## config.mk

```make
export PLATFORM = sky130hd
export DESIGN_NAME = rtc_time_engine
export DESIGN_NICKNAME = d
export VERILOG_FILES = /design/src/rtl/rtc_pkg.sv /design/src/rtl/rtc_ctrl.sv /design/src/rtl/rtc_datapath.sv /design/src/rtl/rtc_time_engine.sv
export SDC_FILE = /design/constraint.sdc
export NUM_CORES = 1
export LEC_CHECK = 0
export ABC_AREA = 1
export BUFFER_PORTS_ARGS = -buffer_cell sky130_fd_sc_hd__buf_2
export CORE_MARGIN = 2
export CORE_UTILIZATION = 43
export CTS_CLUSTER_DIAMETER = 30
export DETAILED_ROUTE_END_ITERATION = 6
export SETUP_SLACK_MARGIN = 0.02
export SYNTH_ARGS = -nofsm -noshare
export SYNTH_HDL_FRONTEND = slang
export SYNTH_SLANG_ARGS = --single-unit
export TNS_END_PERCENT = 1
```

## constraint.sdc

```tcl
create_clock -name clk -period 10.83 [get_ports clk]
set_clock_uncertainty 0.1 [all_clocks]
set_input_delay 1.083 -clock clk [delete_from_list [all_inputs] [get_ports clk]]
set_output_delay 1.083 -clock clk [all_outputs]
set_load 0.05 [all_outputs]
```

## src/rtl/rtc_pkg.sv

```systemverilog
package rtc_pkg;
  localparam int NUM_REGS = 10;
  localparam int IDX_SEC  = 0;
  localparam int IDX_ASEC = 1;
  localparam int IDX_MIN  = 2;
  localparam int IDX_AMIN = 3;
  localparam int IDX_HR   = 4;
  localparam int IDX_AHR  = 5;
  localparam int IDX_WDAY = 6;
  localparam int IDX_MDAY = 7;
  localparam int IDX_MON  = 8;
  localparam int IDX_YEAR = 9;

  // strobes from the sequencer to the datapath
  typedef struct packed {
    logic doStep;
    logic doFin;
  } rtcStrobe_t;

  // stored field -> binary count
  function automatic logic [6:0] fromField(input logic [7:0] v, input logic isBin);
    logic [6:0] tens;
    tens = {3'b000, v[7:4]} * 7'd10;
    return isBin ? v[6:0] : tens + {3'b000, v[3:0]};
  endfunction

  // binary count -> stored field
  function automatic logic [7:0] toField(input logic [6:0] b, input logic isBin);
    logic [6:0] t;
    logic [6:0] u;
    t = b / 7'd10;
    u = b % 7'd10;
    return isBin ? {1'b0, b} : {t[3:0], u[3:0]};
  endfunction
endpackage

```

## src/rtl/rtc_ctrl.sv

```systemverilog
module rtc_ctrl
  import rtc_pkg::*;
#(
  parameter int LEAD_CYCLES = 8
) (
  input  logic       clk,
  input  logic       rstN,
  input  logic       tick,
  input  logic       ctlSet,
  output rtcStrobe_t strobe,
  output logic       busy
);
  localparam int CW = $clog2(LEAD_CYCLES + 1);
  localparam logic [CW-1:0] LAST_LEAD = CW'(LEAD_CYCLES - 1);

  typedef enum logic [1:0] {ST_IDLE, ST_LEAD, ST_STEP, ST_FIN} seqState_t;
  seqState_t state;
  logic [CW-1:0] leadCnt;

  always_ff @(posedge clk) begin
    if (!rstN) begin
      state   <= ST_IDLE;
      leadCnt <= '0;
    end else begin
      case (state)
        ST_IDLE: if (tick && !ctlSet) begin
          state   <= ST_LEAD;
          leadCnt <= '0;
        end
        ST_LEAD: begin
          if (ctlSet) state <= ST_IDLE;
          else if (leadCnt == LAST_LEAD) state <= ST_STEP;
          else leadCnt <= leadCnt + 1'b1;
        end
        ST_STEP: state <= ST_FIN;
        default: state <= ST_IDLE;
      endcase
    end
  end

  assign busy          = (state == ST_LEAD) || (state == ST_STEP);
  assign strobe.doStep = (state == ST_STEP);
  assign strobe.doFin  = (state == ST_FIN);
endmodule

```

## src/rtl/rtc_datapath.sv

```systemverilog
module rtc_datapath
  import rtc_pkg::*;
#(
  parameter int ADDR_W = 4
) (
  input  logic              clk,
  input  logic              rstN,
  input  rtcStrobe_t        strobe,
  input  logic              ctlBinary,
  input  logic              ctl24h,
  input  logic              regWe,
  input  logic [ADDR_W-1:0] regAddr,
  input  logic [7:0]        regWdata,
  output logic [7:0]        regRdata,
  output logic              alarmHit
);
  logic [7:0] rf  [NUM_REGS];
  logic [7:0] nxt [NUM_REGS];
  logic [6:0] secB, minB, hrB, wdB, mdB, moB, yrB, hrN;
  logic [7:0] hrF;
  logic pm, pmN, minC, hrC, dayC;

  function automatic logic [6:0] daysIn(input logic [6:0] mo, input logic [6:0] yr);
    case (mo)
      7'd2: return (yr[1:0] == 2'b00) ? 7'd29 : 7'd28;
      7'd4, 7'd6, 7'd9, 7'd11: return 7'd30;
      default: return 7'd31;
    endcase
  endfunction

  always_comb begin
    for (int i = 0; i < NUM_REGS; i++) nxt[i] = rf[i];
    secB = fromField(rf[IDX_SEC], ctlBinary);
    minB = fromField(rf[IDX_MIN], ctlBinary);
    hrB  = fromField(ctl24h ? rf[IDX_HR] : {1'b0, rf[IDX_HR][6:0]}, ctlBinary);
    pm   = rf[IDX_HR][7] & ~ctl24h;
    wdB  = fromField(rf[IDX_WDAY], ctlBinary);
    mdB  = fromField(rf[IDX_MDAY], ctlBinary);
    moB  = fromField(rf[IDX_MON], ctlBinary);
    yrB  = fromField(rf[IDX_YEAR], ctlBinary);
    minC = (secB == 7'd59);
    hrC  = minC && (minB == 7'd59);
    dayC = 1'b0;
    hrN  = hrB;
    pmN  = pm;
    hrF  = rf[IDX_HR];
    nxt[IDX_SEC] = toField(minC ? 7'd0 : secB + 7'd1, ctlBinary);
    if (minC) nxt[IDX_MIN] = toField((minB == 7'd59) ? 7'd0 : minB + 7'd1, ctlBinary);
    if (hrC) begin
      if (ctl24h) begin
        if (hrB == 7'd23) begin
          hrN  = 7'd0;
          dayC = 1'b1;
        end else hrN = hrB + 7'd1;
      end else if (hrB == 7'd12) hrN = 7'd1;
      else if (hrB == 7'd11) begin
        hrN  = 7'd12;
        pmN  = ~pm;
        dayC = pm;
      end else hrN = hrB + 7'd1;
      hrF = toField(hrN, ctlBinary);
      nxt[IDX_HR] = ctl24h ? hrF : {pmN, hrF[6:0]};
    end
    if (dayC) begin
      nxt[IDX_WDAY] = toField((wdB == 7'd7) ? 7'd1 : wdB + 7'd1, ctlBinary);
      if (mdB == daysIn(moB, yrB)) begin
        nxt[IDX_MDAY] = toField(7'd1, ctlBinary);
        if (moB == 7'd12) begin
          nxt[IDX_MON]  = toField(7'd1, ctlBinary);
          nxt[IDX_YEAR] = toField((yrB == 7'd99) ? 7'd0 : yrB + 7'd1, ctlBinary);
        end else nxt[IDX_MON] = toField(moB + 7'd1, ctlBinary);
      end else nxt[IDX_MDAY] = toField(mdB + 7'd1, ctlBinary);
    end
  end

  for (genvar g = 0; g < NUM_REGS; g++) begin : g_reg
    localparam logic [7:0] RST_VAL =
      (g == IDX_WDAY || g == IDX_MDAY || g == IDX_MON) ? 8'd1 : 8'd0;
    always_ff @(posedge clk) begin
      if (!rstN) rf[g] <= RST_VAL;
      else if (regWe && regAddr == ADDR_W'(g)) rf[g] <= regWdata;
      else if (strobe.doStep) rf[g] <= nxt[g];
    end
  end

  always_comb begin
    regRdata = '0;
    for (int i = 0; i < NUM_REGS; i++)
      if (regAddr == ADDR_W'(i)) regRdata = rf[i];
  end

  assign alarmHit = strobe.doFin && (rf[IDX_SEC] == rf[IDX_ASEC]) &&
                    (rf[IDX_MIN] == rf[IDX_AMIN]) && (rf[IDX_HR] == rf[IDX_AHR]);
endmodule

```

## src/rtl/rtc_time_engine.sv

```systemverilog
module rtc_time_engine
  import rtc_pkg::*;
#(
  parameter int LEAD_CYCLES = 8,
  parameter int ADDR_W      = 4
) (
  input  logic              clk,
  input  logic              rstN,
  input  logic              tick,
  input  logic              ctlSet,
  input  logic              ctlBinary,
  input  logic              ctl24h,
  input  logic              regWe,
  input  logic [ADDR_W-1:0] regAddr,
  input  logic [7:0]        regWdata,
  output logic [7:0]        regRdata,
  output logic              updBusy,
  output logic              updEnded,
  output logic              alarmHit
);
  rtcStrobe_t strobe;

  rtc_ctrl #(.LEAD_CYCLES(LEAD_CYCLES)) u_ctrl (
    .clk(clk), .rstN(rstN), .tick(tick), .ctlSet(ctlSet),
    .strobe(strobe), .busy(updBusy)
  );

  rtc_datapath #(.ADDR_W(ADDR_W)) u_dp (
    .clk(clk), .rstN(rstN), .strobe(strobe), .ctlBinary(ctlBinary),
    .ctl24h(ctl24h), .regWe(regWe), .regAddr(regAddr), .regWdata(regWdata),
    .regRdata(regRdata), .alarmHit(alarmHit)
  );

  assign updEnded = strobe.doFin;
endmodule

```

==> results of run 1 <==
[cells by family (layout without fill, tap and decap cells)]
group                      count (synthesis)  after routing  share of synthesized area (%)
AOI/OAI and AO/OA                        217            217                           12.4
and+or+nand+nor                          925            925                           38.0
buffers and inverters                    330            354                           11.9
DFF                                       86             86                           23.5
xor gates and xnor gates                  32             32                           2.82
adders and majority gates                 89             89                           11.3
[state kept, by name (all words and copies together) (netlist names)]
register        flops
u_dp.rf            80
u_ctrl.leadCnt      4
u_ctrl.state        2
[worst max-delay path: stages]
cell and delay (ps):
buf_2 310, inv_2 500, buf_4 640, o21ai_1 220, or2_1 280, nor2_1 130
nand3_1 110, nand3_1 120, nand2_1 130, o21ai_1 160, nand2_1 150, a31oi_1 350
nand2_1 160, nand2_1 120, nand2_1 80, inv_1 60, ha_1 130, inv_1 50
nand3_1 130, nand3_2 100, nand2_1 90, o21ai_1 70, nand2_1 100, nand2_1 60
[area by class of cell]
cell class	instances	share of cell area, %
tap	324	3.53
inverter	307	10.0
timing repair buffer	31	1.39
clock inverter	4	0.403
sequential	86	22.0
multi-input combinational	1263	60.5
clock buffer	12	2.15
[power by group]
group          switching (W)  total [W]  internal [W]  leakage [nW]
combinational       0.000457   0.000673      0.000216          4.84
clock               0.000138   0.000323      0.000184         0.140
sequential         0.0000273   0.000413      0.000386         0.850
[through the flow]
step | cells | setup WS, ps | util [%] | hold slack (ps)
after global placement | 2011 | 5200 | 45.7 | 379
after CTS | 2027 | 5480 | 46.9 | 397
after floorplan | 1679 | 6080 | - | 363
final | 2027 | 5410 | 46.9 | 398
after global routing | 2027 | 4870 | 46.9 | 416
after detailed placement | 2011 | 5130 | 45.7 | 388
[worst max-delay path by stage]
stage	end	slack, ps	start
2_1_floorplan	u_dp.rf[2][1]	6080	ctl24h
3_3_place_gp	u_dp.rf[4][4]	5200	ctlBinary
3_5_place_dp	u_dp.rf[4][9]	5130	ctlBinary
4_1_cts	u_dp.rf[4][12]	5480	ctlBinary
5_1_grt	u_dp.rf[4][12]	4870	ctlBinary
6_report	u_dp.rf[4][12]	5410	ctlBinary
[placed cells by master, fill, tap and decap left out, drive strengths merged, types with 10 or more instances in the layout]
master  netlist  layout
nand2       547     547
inv         302     302
nand3       195     195
nor2        115     115
o21ai        90      90
edfxtp       80      80
ha           75      75
a21oi        54      54
buf          16      31
nand4        29      29
o22ai        19      19
xor2         19      19
fa           14      14
xnor2        13      13
o211ai       13      13
nand3b       13      13
clkbuf        7      12
nor3         11      11
a221oi       10      10
[layer usage]
metal  GRT usage [%]  routed length, µm  vias up
met2            39.7              14100      288
met4            5.99                624        2
met3            3.06               1800       45
li1                -                  -     5538
met5               0                 13        -
met1            34.3              15000     4855
==> results.json, run 1 <==
{
  "path_clk_slew_ps": 70,
  "drc": 0,
  "netlist_top_cells_area": "edfxtp_1, nand2_1, inv_1, ha_1, nand3_1",
  "synthFlopType": "edfxtp_1",
  "grt_overflow": 0,
  "clk_path_buf_depth": 2,
  "synth_edf_count": 80,
  "hpwlAfterDp_mm": 25.1,
  "ant_nets": 0,
  "num_rows": 57,
  "post_dp_cell_area_um2": 11200,
  "worst-path-max-fanout": 57,
  "fmax_ghz": 0.185,
  "first_global_vias": 9891,
  "reg2reg_depth": 17,
  "gp_congestion": 0.981,
  "slew_headroom_pct": 14.6,
  "grt_setup_unrepaired": "false",
  "synth_top_area_share_pct": 22.3,
  "drtPass1Iterations": 5,
  "avgSynthCellArea_um2": 6.41,
  "maxCapViolations": 0,
  "setup-tns-final_ps": 0,
  "start_util_pct": 44.0,
  "yosys.area.top_type": "edfxtp_1",
  "worstSetupStartpointType": "primary input",
  "hold_buffers": 0,
  "vias": 10700,
  "cts_setup_buffers": 0,
  "min_period_over_period_pct": 50.0,
  "end_kind": "flip-flop",
  "worstHoldEndpoint": "u_ctrl.leadCnt[1]",
  "synth_nets": 1787,
  "final_nets": 1806,
  "wl_per_cell_um": 15.6,
  "n_fill_cell": 2573,
  "numCtsBuffers": 9,
  "num_io_pins": 30,
  "leakage_nw": 5.83,
  "grt_pass1_wl_mm": 50.8,
  "power_w": 0.00141,
  "min-delay-start": "u_ctrl.leadCnt[1]",
  "powerDensity_nw_per_um2": 123,
  "cts.sinks": 86,
  "yosysSeqAreaShare_pct": 23.5,
  "synth.distinct_cells": 52,
  "status": "complete, no violations",
  "setup_violations": 0,
  "grt_max_degree": 58,
  "ir_worst_vdd_mv": 0.0826,
  "reg2reg_slack_ps": 6020,
  "regArea_um2": 2520,
  "slew_violations": 0,
  "htreeDepth": 3,
  "core_area_um2": 24500,
  "cts_resized": 0,
  "area_growth_pct": 6.77,
  "die_w_um": 162,
  "antenna_cells": 0,
  "synth_cells": 1679,
  "mappedNetlistArea_um2": 10800,
  "multiInputGateArea_um2": 6950,
  "finalInstanceArea_um2": 11500,
  "fp.dieH_um": 162,
  "drive_gt1_share_pct": 8.40,
  "period_needed_ps": 5420,
  "tightestPinTransition_ps": 1270,
  "track_usage_pct": 24.3,
  "ys_ff_latch": 86,
  "cts_root_buf": "clkbuf_16",
  "ys_async_sr_fraction_pct": 0,
  "worstPathArrival_ps": 5420,
  "r2r_start": "u_dp.rf[4][5]",
  "port_buffers": 29,
  "ys_top_cells_by_count": "nand2_1, inv_1, nand3_1",
  "rr_endpoint": "u_dp.rf[4][11]",
  "cts_tree": "yes",
  "wl_mm": 31.6,
  "die_area_um2": 26300,
  "clock_latency_ps": 360,
  "hold_class": "flip-flop to flip-flop",
  "worstSetupPathType": "primary input to flip-flop",
  "required_ps": 10830,
  "hold_violations": 0,
  "viasPerCell": 5.29,
  "synthMostInstantiatedCell": "nand2_1",
  "min_path_cells": 2,
  "antenna_found_initial": 1,
  "drt_iter0_drc": 790,
  "yosysWarnings": 0
}
No activity file was read; power rests on OpenSTA's default activity.
==> run 2: changes to the inputs <==
ABC_AREA = 0   (was 1)
clock period = 4.5 ns   (was 10.83 ns; I/O delays follow)
==> run 2 against run 1 <==
Net effect: the flow now finishes with violations (negative setup slack); sequential share of layout area shrank 5.7 points; global-route usage up 2.4 points; power rose to 3.0 times the previous value; clock power grew 120%; non-clock buffer count is 271 higher; count of clock-buffer cells in the layout decreased by 3; die area grew 16%; synthesized cell count fell by 8.6%; worst setup slack lost 5900 ps; register-to-register slack got worse by 6500 ps; flip-flop and latch count did not move; utilization rose by 7.2 points.
==> results.json, run 2 <==
{
  "rr_endpoint": "u_dp.rf[2][2]",
  "maxCapViolations": 0,
  "hold-worst-slack_ps": 423,
  "synth.distinct_cells": 112,
  "fmax_ghz": 0.201,
  "required_ps": 4510,
  "most-common-layout-cells": "buf_4, nand2_1, nor2_1",
  "numCtsBuffers": 9,
  "num_rows": 62,
  "reg_top3": "u_dp.rf (80), u_ctrl.leadCnt (4), u_ctrl.state (2)",
  "hold_violations": 0,
  "wl_per_cell_um": 19.5,
  "worst-path-stages": 18,
  "grt_max_degree": 41,
  "ys_top_cells_by_count": "nand2_1, nor2_1, a21oi_1",
  "netlist_top_cells_area": "edfxtp_1, ha_1, nand2_1, xnor2_1, a21oi_1",
  "core_area_um2": 28600,
  "synth_cells": 1535,
  "port_buffers": 29,
  "synth_nets": 1643,
  "tightestPinTransition_ps": 1130,
  "largest_reg_flops": 80,
  "synth_top_area_share_pct": 19.3,
  "start_util_pct": 43.6,
  "avgSynthCellArea_um2": 8.12,
  "grt_pass1_wl_mm": 65.8,
  "synthMostInstantiatedCell": "nand2_1",
  "htreeDepth": 3,
  "worstSetupPathType": "flip-flop to flip-flop",
  "synthFlopType": "edfxtp_1",
  "power.switching_w": 0.00184,
  "drive_gt1_share_pct": 25.0,
  "top_register": "u_dp.rf",
  "mappedNetlistArea_um2": 12500,
  "grt_overflow": 0,
  "grt_setup_unrepaired": "true",
  "vias": 13400,
  "worstPathCellList": "ha_1, ha_1, or4b_1, o311ai_1, nor2_2, or2_2, xnor2_4, and4_1, or4_4, nand3_2, a21oi_1, a31oi_1, ha_2, and2_4, a211oi_2, a21o_1, or3_1, a32o_1",
  "status": "finished, violations left",
  "crit_family": "simple AND/OR/NAND/NOR gates",
  "layout_commonest_cell": "buf_4",
  "max_stage_delay_ps": 500,
  "fp.dieH_um": 174,
  "hpwlAfterDp_mm": 32.4,
  "area_growth_pct": 24.2,
  "dp_cells": 2135,
  "slew_violations": 0,
  "drc": 0,
  "hold_class": "flip-flop to flip-flop",
  "cp-endpoint": "u_dp.rf[2][2]",
  "reg2reg_slack_ps": -470,
  "min_period_over_period_pct": 110,
  "first_global_vias": 12700,
  "antenna_found_initial": 2,
  "track_usage_pct": 26.7,
  "worst-path-buf-inv": 0,
  "yosysSeqAreaShare_pct": 20.2,
  "ys_ff_latch": 86,
  "cts_tree": "yes",
  "worstSetupStartpointType": "flip-flop",
  "slowest_stage": "or4_4",
  "slew_headroom_pct": 24.7,
  "min_path_cells": 2,
  "ant_nets": 0,
  "yosysWarnings": 0,
  "cp-startpoint": "u_dp.rf[2][4]",
  "r2r_start": "u_dp.rf[2][4]",
  "end_kind": "flip-flop",
  "share_comb_of_total_power_pct": 60.6,
  "synth_edf_count": 80,
  "p_clk_share_pct": 16.8,
  "drtPass1Iterations": 6,
  "crit_top_cell": "ha_1",
  "num_io_pins": 30,
  "reg2reg_depth": 18,
  "viasPerCell": 6.20,
  "finalWorstSetupSlack_ps": -470,
  "layoutNonFillerInstCount": 2159,
  "path_clk_slew_ps": 70,
  "ys_async_sr_fraction_pct": 0,
  "yosys.area.top_type": "edfxtp_1",
  "ir_worst_vdd_mv": 0.200,
  "setup_violations": 14,
  "leakage_nw": 6.23,
  "worst-path-max-fanout": 5,
  "power_w": 0.00429,
  "final_nets": 1876,
  "die_w_um": 174,
  "period_needed_ps": 4970,
  "worstPathArrival_ps": 4980,
  "clk_path_buf_depth": 2,
  "switching_share_pct": 43.0,
  "gp_congestion": 0.930,
  "die_area_um2": 30400,
  "drt_iter0_drc": 1236,
  "place_ws_ps": -678,
  "clock_latency_ps": 350,
  "powerDensity_nw_per_um2": 277,
  "intPower_w": 0.00245,
  "cts_root_buf": "clkbuf_16",
  "wl_mm": 42.1,
  "violations": "negative setup slack",
  "power_frac_seq_pct": 22.6,
  "cts.sinks": 86
}
[run 2: cells by family (layout without fill, tap and decap cells)]
| family | count (synthesis) | in the layout | synth area share (%) |
|---|---|---|---|
| xor gates and xnor gates | 98 | 98 | 6.88 |
| adders and majority gates | 91 | 91 | 9.93 |
| other | 0 | 2 | 0 |
| muxes | 41 | 41 | 3.52 |
| buffers and inverters | 147 | 385 | 5.15 |
| DFF | 86 | 86 | 20.2 |
| and+or+nand+nor | 573 | 573 | 24.3 |
| AOI/OAI and AO/OA | 499 | 499 | 29.9 |
[run 2: how the worst min path moves through the flow]
stage | start | to | slack, ps
2_1_floorplan | u_ctrl.leadCnt[1] | u_ctrl.leadCnt[1] | 370
3_3_place_gp | u_ctrl.leadCnt[1] | u_ctrl.leadCnt[1] | 390
3_5_place_dp | u_ctrl.leadCnt[1] | u_ctrl.leadCnt[1] | 420
4_1_cts | u_ctrl.leadCnt[1] | u_ctrl.leadCnt[1] | 430
5_1_grt | u_ctrl.leadCnt[1] | u_ctrl.leadCnt[1] | 470
6_report | u_ctrl.leadCnt[1] | u_ctrl.leadCnt[1] | 420
[run 2: final cells by class]
| class | count | area (µm²) |
|---|---|---|
| clock buffer | 9 | 225 |
| fill | 2684 | 13100 |
| timing repair buffer | 302 | 2260 |
| tap | 384 | 480 |
| clock inverter | 7 | 56.3 |
| multi-input combinational | 1302 | 9690 |
| inverter | 67 | 251 |
| sequential | 86 | 2520 |
| antenna | 2 | 5.00 |
[run 2: through the flow]
stage | TNS [ps] | instance area (µm²) | util [%]
2_1_floorplan | -6300 | 12600 | -
3_3_place_gp | -3780 | 14900 | 52.0
3_5_place_dp | -5230 | 14900 | 52.0
4_1_cts | -2230 | 15300 | 53.6
5_1_grt | -7730 | 15500 | 54.1
6_report | -2520 | 15500 | 54.1
[run 2: power groups by stage]
stage | clock network (W) | logic, W | registers (W)
2_1_floorplan | 0 | 0.00160 | 0.000986
3_3_place_gp | 0 | 0.00244 | 0.000985
3_5_place_dp | 0 | 0.00247 | 0.000987
4_1_cts | 0.000718 | 0.00252 | 0.000970
5_1_grt | 0.000745 | 0.00283 | 0.000975
6_report | 0.000719 | 0.00260 | 0.000971
[run 2: metal layers]
metal	track usage [%]	part of all wire [%]	vias up
met5	0	0	-
met1	35.3	44	6505
met4	6.76	1.6	0
li1	-	-	6415
met3	3.26	5.9	58
met2	46.2	48	416
[run 2: worst min-delay path: stages (launching register included)]
cell,delay [ps]
dfxtp_1,330
nand2b_1,70
a21boi_0,80
[run 2: timing repair]
item                                   in CTS  in global routing
resized for setup                          28                 23
cloned                                      0                  0
buffers inserted                            2                  4
setup endpoints to repair                  22                 44
hold buffers                                0                  0
pin swaps                                  10                  7
endpoints found under the hold margin       0                  0
==> run 3: changes to the inputs <==
CORE_MARGIN = default   (was 2)
==> run 3 against run 2 <==
Net effect: the flow finishes with violations (design-rule violations, negative setup slack); non-clock buffer count decreased by 29; power decreased by 0.31%; combinational power decreased by 2%; sequential power about the same; global-route usage increased by 0.67 points; critical path type unchanged; largest cell class unchanged; largest power group unchanged.
==> results.json, run 3 (synthesis gave the netlist of run 2 again) <==
{
  "clk_path_buf_depth": 2,
  "utilization_pct": 54.2,
  "setup_violations": 10,
  "cts_root_buf": "clkbuf_16",
  "clock_latency_ps": 360,
  "first_global_vias": 12200,
  "drt_iter0_drc": 1166,
  "drc": 1,
  "slew_headroom_pct": 27.3,
  "htreeDepth": 3,
  "start_util_pct": 44.3,
  "layoutNonFillerInstCount": 2123,
  "most-common-layout-cells": "buf_4, nand2_1, nor2_1",
  "hold-worst-slack_ps": 424,
  "reg_top3": "u_dp.rf (80), u_ctrl.leadCnt (4), u_ctrl.state (2)",
  "worstSetupPathType": "flip-flop to flip-flop",
  "min_period_over_period_pct": 108,
  "hpwlAfterDp_mm": 31.6,
  "viasPerCell": 6.24,
  "die_w_um": 172,
  "fp.dieH_um": 172,
  "grt_setup_unrepaired": "true",
  "layout_commonest_cell": "buf_4",
  "required_ps": 4510,
  "path_clk_slew_ps": 70,
  "antenna_found_initial": 1,
  "hold_buffers": 0,
  "worstPathArrival_ps": 4890,
  "fmax_ghz": 0.205,
  "setup-tns-final_ps": -1560,
  "cts_tree": "yes",
  "place_ws_ps": -628,
  "drtPass1Iterations": 7,
  "numCtsBuffers": 9,
  "cts.sinks": 86,
  "num_rows": 61,
  "largest_reg_flops": 80,
  "finalWorstSetupSlack_ps": -379,
  "area_growth_pct": 22.5,
  "track_usage_pct": 27.4,
  "hold_class": "flip-flop to flip-flop",
  "wl_mm": 41.0,
  "dp_cells": 2101,
  "tightestPinTransition_ps": 1090,
  "final_nets": 1847,
  "r2r_start": "u_dp.rf[2][4]",
  "min-delay-start": "u_ctrl.leadCnt[1]",
  "slew_violations": 0,
  "gp_congestion": 0.919,
  "die_area_um2": 29700,
  "worst-path-max-fanout": 4,
  "violations": "design-rule violations, negative setup slack",
  "grt_pass1_wl_mm": 64.0,
  "num_io_pins": 30,
  "wl_per_cell_um": 19.3,
  "cp-startpoint": "u_dp.rf[2][4]",
  "core_area_um2": 28200,
  "vias": 13300,
  "port_buffers": 29,
  "status": "finished, violations left",
  "period_needed_ps": 4880,
  "maxCapViolations": 0,
  "ir_worst_vdd_mv": 0.185,
  "hold_violations": 0,
  "grt_max_degree": 70,
  "ant_nets": 0,
  "powerDensity_nw_per_um2": 280,
  "end_kind": "flip-flop",
  "n_fill_cell": 2642,
  "top_register": "u_dp.rf",
  "drive_gt1_share_pct": 24.1,
  "worstSetupStartpointType": "flip-flop",
  "grt_overflow": 0,
  "leakage_nw": 6.09
}
-- run 3: cell types whose count changed in the layout (fill, tap and decap cells not counted), moves of 2 or more --
cell,change
o31ai_1,+2
o31ai_2,-2
and4_4,+2
a21oi_1,-3
inv_8,+2
and4_1,-2
a21oi_2,+3
xnor2_1,+2
buf_4,-29
-- run 3: per-stage QoR --
stage | power (W) | cell area [µm²]
2_1_floorplan | 0.00258 | 12600
3_3_place_gp | 0.00338 | 14700
3_5_place_dp | 0.00340 | 14700
4_1_cts | 0.00421 | 15100
5_1_grt | 0.00454 | 15300
6_report | 0.00428 | 15300
-- run 3: path summary, 6_finish.rpt --
path,endpoint,slack [ps],cells after the start
setup / recovery,u_dp.rf[2][2],-380,18
setup reg to reg,u_dp.rf[2][2],-380,18
hold / removal,u_ctrl.leadCnt[1],420,2
hold reg to reg,u_ctrl.leadCnt[1],420,2
-- run 3: routing by layer --
layer	GRT usage, %	vias to the layer above	wire length [µm]
met5	0	-	0
met1	36.8	6377	18600
met3	2.95	56	2380
li1	-	6359	-
met4	5.89	0	811
met2	47.1	465	19300
-- run 3: power breakdown --
part / switching [W] / internal, W / leakage, nW / total, W
registers: 0.0000449 / 0.000925 / 0.849 / 0.000970
logic: 0.00144 / 0.00110 / 5.10 / 0.00254
clock network: 0.000375 / 0.000395 / 0.145 / 0.000770
-- run 3: final cells by class --
type / instances / area [µm²] / area share, %
clock inverters: 7 / 75.1 / 0.491
repair buffers: 273 / 2050 / 13.4
multi-input cells: 1302 / 9680 / 63.3
well taps: 378 / 473 / 3.10
inverters: 67 / 251 / 1.65
clock buffers: 9 / 225 / 1.47
diodes: 1 / 2.50 / 0.0164
flip-flops and latches: 86 / 2520 / 16.5
-- run 3: repair_timing --
item                                    4_1_cts  5_1_grt
endpoints found under the setup margin       22       44
resized for setup                            30       24
pin swaps                                    13       13
setup buffers                                 1        4
-- run 3: critical path, cell delays in order, from the launching register on --
cell	delay, ps
edfxtp_1	430
ha_1	330
ha_1	310
or4b_1	480
o311ai_1	130
nor2_2	110
or2_2	350
xnor2_2	270
nor3_2	100
or4_4	560
nand3_2	90
a21oi_1	60
a31oi_1	170
ha_2	220
and2_4	140
a211oi_2	60
a21o_1	160
or3_1	310
a32o_1	260
